`src/rtl/sbs_pkg.sv`:
```
package sbs_pkg;
  typedef enum logic [1:0] {
    ST_HOLD  = 2'd0,
    ST_LOAD  = 2'd1,
    ST_DESEL = 2'd2
  } step_e;
endpackage

```
`src/rtl/sbs_select.sv`:
```
module sbs_select
  import sbs_pkg::*;
(
  input  logic  strb_cpu_n,
  input  logic  strb_ctl_n,
  input  logic  sel_a_n,
  input  logic  sel_b,
  input  logic  sel_c_n,
  output step_e step_o,
  output logic  cpu_take_o
);
  logic chip_on;
  logic cpu_req;
  logic ctl_req;

  assign chip_on = !sel_a_n && sel_b && !sel_c_n;
  // processor strobe only counts while select A is low
  assign cpu_req = !strb_cpu_n && !sel_a_n;
  assign ctl_req = !strb_ctl_n;

  always_comb begin
    step_o     = ST_HOLD;
    cpu_take_o = 1'b0;
    if (cpu_req) begin
      step_o     = chip_on ? ST_LOAD : ST_DESEL;
      cpu_take_o = chip_on;
    end else if (ctl_req) begin
      step_o = chip_on ? ST_LOAD : ST_DESEL;
    end
  end
endmodule

```
`src/rtl/sbs_burst_addr.sv`:
```
module sbs_burst_addr
  import sbs_pkg::*;
#(
  parameter int AW = 6,
  parameter int CW = 2
) (
  input  logic          clk,
  input  logic          rst_n,
  input  step_e         step_i,
  input  logic [AW-1:0] addr_i,
  input  logic          adv_n_i,
  output logic [AW-1:0] word_addr_o,
  output logic          active_o,
  output logic          first_o
);
  localparam int UW = AW - CW;

  logic [UW-1:0] base_hi;
  logic [CW-1:0] cnt;
  logic          active_q;
  logic          first_q;

  always_ff @(posedge clk or negedge rst_n) begin
    if (!rst_n) begin
      base_hi  <= '0;
      cnt      <= '0;
      active_q <= 1'b0;
      first_q  <= 1'b0;
    end else begin
      case (step_i)
        ST_LOAD: begin
          base_hi  <= addr_i[AW-1:CW];
          cnt      <= addr_i[CW-1:0];
          active_q <= 1'b1;
          first_q  <= !active_q;
        end
        ST_DESEL: begin
          active_q <= 1'b0;
          first_q  <= 1'b0;
        end
        default: begin
          first_q <= 1'b0;
          if (active_q && !adv_n_i) cnt <= cnt + CW'(1);
        end
      endcase
    end
  end

  assign word_addr_o = {base_hi, cnt};
  assign active_o    = active_q;
  assign first_o     = first_q;

  // a load shows the strobed address after the edge
  a_r2_load_addr: assert property (@(posedge clk) disable iff (!rst_n)
    (step_i == ST_LOAD) |=> (word_addr_o == $past(addr_i)));
  // upper bits never move during a continuation
  a_r5_upper_held: assert property (@(posedge clk) disable iff (!rst_n)
    (step_i == ST_HOLD) |=> $stable(base_hi));
  // linear step wraps within the group
  a_r5_linear_step: assert property (@(posedge clk) disable iff (!rst_n)
    (step_i == ST_HOLD && active_q && !adv_n_i) |=> (cnt == $past(cnt) + CW'(1)));
  // no advance keeps the counter
  a_r6_hold_addr: assert property (@(posedge clk) disable iff (!rst_n)
    (step_i == ST_HOLD && adv_n_i) |=> $stable(cnt));
endmodule

```
`src/rtl/sbs_write_lanes.sv`:
```
module sbs_write_lanes #(
  parameter int NB = 4
) (
  input  logic          allow_i,
  input  logic          all_wr_n,
  input  logic          lane_en_n,
  input  logic [NB-1:0] lane_sel_n,
  output logic [NB-1:0] lane_we_o
);
  for (genvar i = 0; i < NB; i++) begin : g_lane
    assign lane_we_o[i] = allow_i && (!all_wr_n || (!lane_en_n && !lane_sel_n[i]));
  end
endmodule

```
`src/rtl/sbs_array.sv`:
```
module sbs_array #(
  parameter int AW = 6,
  parameter int NB = 4,
  parameter int BW = 8
) (
  input  logic             clk,
  input  logic             rst_n,
  input  logic [AW-1:0]    addr_i,
  input  logic [NB-1:0]    lane_we_i,
  input  logic [NB*BW-1:0] wdata_i,
  input  logic             rd_i,
  output logic [NB*BW-1:0] rdata_o,
  output logic             rvalid_o
);
  localparam int DW    = NB * BW;
  localparam int DEPTH = 1 << AW;

  logic [DW-1:0] mem [DEPTH];
  logic [DW-1:0] bit_mask;

  for (genvar i = 0; i < NB; i++) begin : g_mask
    assign bit_mask[i*BW +: BW] = {BW{lane_we_i[i]}};
  end

  always_ff @(posedge clk or negedge rst_n) begin
    if (!rst_n) begin
      for (int w = 0; w < DEPTH; w++) mem[w] <= '0;
      rdata_o  <= '0;
      rvalid_o <= 1'b0;
    end else begin
      if (|lane_we_i) mem[addr_i] <= (mem[addr_i] & ~bit_mask) | (wdata_i & bit_mask);
      if (rd_i) rdata_o <= mem[addr_i];
      rvalid_o <= rd_i;
    end
  end

  // a write and a read never share one access
  a_r8_rd_or_wr: assert property (@(posedge clk) disable iff (!rst_n)
    !(rd_i && (|lane_we_i)));
endmodule

```
`src/rtl/burst_sram_ctrl.sv`:
```
module burst_sram_ctrl
  import sbs_pkg::*;
#(
  parameter int AW = 6,
  parameter int NB = 4,
  parameter int BW = 8,
  parameter int CW = 2
) (
  input  logic             clk,
  input  logic             rst_n,
  input  logic [AW-1:0]    addr_i,
  input  logic             strb_cpu_n,
  input  logic             strb_ctl_n,
  input  logic             adv_n,
  input  logic             sel_a_n,
  input  logic             sel_b,
  input  logic             sel_c_n,
  input  logic [NB-1:0]    lane_sel_n,
  input  logic             lane_en_n,
  input  logic             all_wr_n,
  input  logic             out_en_n,
  input  logic [NB*BW-1:0] wdata,
  output logic [NB*BW-1:0] rdata,
  output logic             drive_en,
  output logic [AW-1:0]    word_addr,
  output logic [NB-1:0]    lane_we
);
  localparam int DW = NB * BW;

  step_e         step;
  logic          cpu_take;
  logic          active;
  logic          first;
  logic          nxt_active;
  logic          allow_wr;
  logic [NB-1:0] lane_we_nxt;
  logic [NB-1:0] lane_we_q;
  logic [DW-1:0] wdata_q;
  logic          rd_q;
  logic          rfirst_q;
  logic          rvalid;

  sbs_select u_select (
    .strb_cpu_n (strb_cpu_n),
    .strb_ctl_n (strb_ctl_n),
    .sel_a_n    (sel_a_n),
    .sel_b      (sel_b),
    .sel_c_n    (sel_c_n),
    .step_o     (step),
    .cpu_take_o (cpu_take)
  );

  sbs_burst_addr #(.AW(AW), .CW(CW)) u_addr (
    .clk         (clk),
    .rst_n       (rst_n),
    .step_i      (step),
    .addr_i      (addr_i),
    .adv_n_i     (adv_n),
    .word_addr_o (word_addr),
    .active_o    (active),
    .first_o     (first)
  );

  assign nxt_active = (step == ST_LOAD) || (step == ST_HOLD && active);
  assign allow_wr   = nxt_active && !cpu_take;

  sbs_write_lanes #(.NB(NB)) u_lanes (
    .allow_i    (allow_wr),
    .all_wr_n   (all_wr_n),
    .lane_en_n  (lane_en_n),
    .lane_sel_n (lane_sel_n),
    .lane_we_o  (lane_we_nxt)
  );

  always_ff @(posedge clk or negedge rst_n) begin
    if (!rst_n) begin
      lane_we_q <= '0;
      wdata_q   <= '0;
      rd_q      <= 1'b0;
      rfirst_q  <= 1'b0;
    end else begin
      lane_we_q <= lane_we_nxt;
      wdata_q   <= wdata;
      rd_q      <= nxt_active && (lane_we_nxt == '0);
      rfirst_q  <= first && rd_q;
    end
  end

  sbs_array #(.AW(AW), .NB(NB), .BW(BW)) u_array (
    .clk       (clk),
    .rst_n     (rst_n),
    .addr_i    (word_addr),
    .lane_we_i (lane_we_q),
    .wdata_i   (wdata_q),
    .rd_i      (rd_q),
    .rdata_o   (rdata),
    .rvalid_o  (rvalid)
  );

  assign lane_we  = lane_we_q;
  assign drive_en = rvalid && !rfirst_q && !out_en_n;

  // deselected device writes nothing
  a_r1_quiet_when_off: assert property (@(posedge clk) disable iff (!rst_n)
    !active |-> (lane_we_q == '0));
  // processor-opened access is a read
  a_r3_cpu_load_reads: assert property (@(posedge clk) disable iff (!rst_n)
    cpu_take |=> (lane_we_q == '0));
  // read address phase is followed by a data phase
  a_r8_read_lands: assert property (@(posedge clk) disable iff (!rst_n)
    rd_q |=> rvalid);
  // first read after deselection is not driven
  a_r10_first_masked: assert property (@(posedge clk) disable iff (!rst_n)
    (first && rd_q) |=> !drive_en);
endmodule

```
`config.mk`:
```
export PLATFORM = sky130hd
export DESIGN_NAME = burst_sram_ctrl
export DESIGN_NICKNAME = d
export VERILOG_FILES = /design/src/rtl/sbs_pkg.sv /design/src/rtl/sbs_select.sv /design/src/rtl/sbs_burst_addr.sv /design/src/rtl/sbs_write_lanes.sv /design/src/rtl/sbs_array.sv /design/src/rtl/burst_sram_ctrl.sv
export SDC_FILE = /design/constraint.sdc
export NUM_CORES = 2
export LEC_CHECK = 0
export ABC_CLOCK_PERIOD_IN_PS = 3100
export BUFFER_PORTS_ARGS = -buffer_cell sky130_fd_sc_hd__buf_2
export CAP_MARGIN = 15
export CORE_MARGIN = 5
export CORE_UTILIZATION = 31
export CTS_BUF_LIST = sky130_fd_sc_hd__clkbuf_16
export DETAILED_ROUTE_END_ITERATION = 8
export GPL_ROUTABILITY_DRIVEN = 0
export PLACE_DENSITY = 0.58
export SLEW_MARGIN = 0
export SYNTH_ARGS = -nofsm -noshare
export SYNTH_HDL_FRONTEND = slang
export SYNTH_HIERARCHICAL = 1
export SYNTH_SLANG_ARGS = --single-unit
```
`constraint.sdc`:
```
create_clock -name clk -period 3.1 [get_ports clk]
set_clock_uncertainty 0.1 [all_clocks]
set_input_delay 0.31 -clock clk [delete_from_list [all_inputs] [get_ports clk]]
set_output_delay 0.31 -clock clk [all_outputs]
set_load 0.02 [all_outputs]
```
==> results.yml <==
critical_path:
  startpoint_type: "flop"
  worstPathMaxFanout: 16
  crit_required_ns: 3.74
  worstPathArrival_ns: 4.19
  crit_path_end_kind: "flop"
  path_class: "flop to flop"
placed_design:
  dpl_worst_slack_ns: -0.6879
  io_buffers: 95
  dp.cells: 13165
  dpl.hpwl_mm: 244.9
die:
  start_util: 0.3108
  fp.dieH_um: 560.7
  num_io_pins: 96
  rows: 202
  dieArea_sq_um: 314400
  dieWidth_um: 560.7
  core_area_sq_um: 302500
synth:
  synthCells: 9031
  yosysMostFrequentCell: "dfrtp_1"
  synth_cell_types: 95
  synth_edf_count: 0
  syn_area_per_cell_sq_um: 10.41
  yosys.area.top_type: "dfrtp_1"
  synth_common_cells: "dfrtp_1 (2127), nand2_1 (1815), o21ai_0 (1544), clkbuf_1 (559), mux2_2 (547)"
  synthFlopType: "dfrtp_1"
  syn_nets: 9087
  syn-cell-area_sq_um: 94030
  yosysTopAreaCellShare: 0.5661
  ys_seq_area_frac: 0.5661
  netlist_top_cells_area: "dfrtp_1 (57%), o21ai_0 (8.2%), nand2_1 (7.2%)"
  yosysWarningCount: 6
  ys_seq_elements: 2127
  async_reset_ff_frac: 1.000
global_routing:
  grt_pass1_wl_mm: 538.0
  grt_max_degree: 97
  grt_usage: 0.2276
  grt_pass1_vias: 76511
  overflow: 0
  antenna_found_initial: 13
sta:
  fin_crit_sh: 1.145
  relSlewSlack: 0.3231
  period_needed_ns: 3.548
  max_freq_mhz: 281.8
  rsz0062_at_grt: "yes"
  hold_viol: 0
  slew_violations: 0
  finalSetupViolations: 2068
  fin_ws_ns: -0.4481
  tightest_slew_ns: 1.015
power:
  ir_drop_mv: 0.6312
  p_per_area_nw_per_um2: 984.4
  p_leak_nw: 52.24
cells_and_area:
  nets: 9645
  post_layout_nonfiller_instances: 13752
  final_util: 0.3869
  drive_gt1_frac: 0.2470
  area_growth_pct: 24.50
  nFillCells: 28892
  multi_input_area_sq_um: 37890
  layout.area.seq_sq_um: 53240
clock_network:
  clkTransAtPathRegs_ns: 0.06
  cts.sinks: 2127
  numCtsBuffers: 223
  htree_levels: 4
  cts_root_buf: "clkbuf_16"
  cts_buffer_depth: 4
  tritoncts: "yes"
  clk_latency_ns: 0.92
route:
  dr.pass1.iters: 8
  avgRoutedWirePerCell_um: 27.02
  wirelength_mm: 371.6
  vias_per_cell: 5.632
  drtIter0Drc: 8608
  drc_errors: 0
  vias: 77454
  ant_nets: 0
min_path:
  hold_class: "input port to flop"
outcome:
  status: "complete, but fails checks"
  violations: "setup timing"
run:
  max_cap_viol_count: 0
## final cells by class
type	instances	share of cell area
diodes	9	0.0001924
clock buffers	226	0.04831
clock inverters	175	0.009384
inverters	14	0.0006199
multi-input cells	5941	0.3237
flip-flops and latches	2127	0.4548
well taps	3978	0.04252
repair buffers	1282	0.1205
## final timing paths
path,start,to,slack (ns),depth (start not counted)
min,strb_cpu_n,u_addr/base_hi[2],0.03,4
min reg2reg,u_addr/first_o,rfirst_q,0.37,1
min in group asynchronous,rst_n,u_array/mem[962],0.54,3
max in group asynchronous,rst_n,u_array/mem[1709],0.85,5
max,u_addr/cnt[1],u_array/mem[1760],-0.45,12
max reg2reg,u_addr/cnt[1],u_array/mem[1760],-0.45,12
## flip-flops by register name, indices dropped and copies added, names as in the netlist
register,count
lane_we,4
u_addr/base_hi,4
u_addr/cnt,2
u_array/mem,2048
u_array/rdata_o,32
wdata_q,32
rd_q,1
u_addr/first_o,1
rfirst_q,1
u_addr/active_o,1
u_array/rvalid_o,1
## cells by family (layout without fill, tap and decap cells)
kind of cell | Yosys count | after routing | synth area share
AO/OA/AOI/OAI | 2881 | 2881 | 0.1875
AND/OR/NAND/NOR | 2314 | 2314 | 0.1060
flip-flops | 2127 | 2127 | 0.5661
buffers and inverters | 963 | 1697 | 0.04575
multiplexers | 743 | 743 | 0.09426
adder cells (fa/ha/maj) | 3 | 3 | 0.0003992
other | 0 | 9 | 0
## placed cells by master (no fill, tap or decap), drive strengths merged, types with 105 or more instances in the layout
| cell | n |
|---|---|
| buf | 1178 |
| a21oi | 160 |
| clkbuf | 236 |
| clkinv | 105 |
| o21ai | 1730 |
| nand2 | 1815 |
| mux2i | 130 |
| mux2 | 557 |
| dfrtp | 2127 |
| a22oi | 276 |
| a221oi | 252 |
## power breakdown
group / switching (mW) / leakage, nW / internal (mW) / total, mW
logic: 29.5 / 19.8 / 19.9 / 49.4
clock network: 11.5 / 3.51 / 14.0 / 25.6
registers: 4.51 / 28.9 / 35.8 / 40.3
total: 45.5 / 52.2 / 69.7 / 115
## critical path: stages, from the launching register on
cell,delay [ns]
dfrtp_4,0.55
buf_12,0.19
and2_2,0.30
buf_6,0.22
a221oi_2,0.31
o22ai_1,0.12
a221o_1,0.39
nor3_2,0.15
buf_4,0.20
a31oi_4,0.18
buf_6,0.22
buf_16,0.15
mux2_2,0.27
## per-layer routing
metal | track usage | vias up | wire length (um)
li1 | - | 33335 | -
met1 | 0.3024 | 39515 | 150200
met2 | 0.3570 | 3624 | 166300
met3 | 0.03896 | 974 | 31310
met4 | 0.1189 | 6 | 23700
met5 | 0 | - | 50
## through the flow
stage	hold WS, ns	cell area (sq um)	power, mW	setup TNS (ns)
floorplan	-0.08559	94340	62.50	-57.46
global placement	0.2903	107100	83.56	-727.53
detailed placement	0.2712	107100	84.86	-764.81
CTS	0.001748	115800	112.7	-618.23
global route	0.06862	117100	120.1	-723.90
finish	0.03201	117100	115.2	-630.90
## repair_timing
| action | 4_1_cts | 5_1_grt |
|---|---|---|
| cloned | 7 | 11 |
| resized for setup | 112 | 142 |
| setup endpoints to repair | 2072 | 2075 |
| hold buffers | 92 | 0 |
| setup buffers | 38 | 30 |
| endpoints found under the hold margin | 806 | 0 |
| pin swaps | 14 | 23 |
Note: power is estimated with default switching activity, not from simulation.
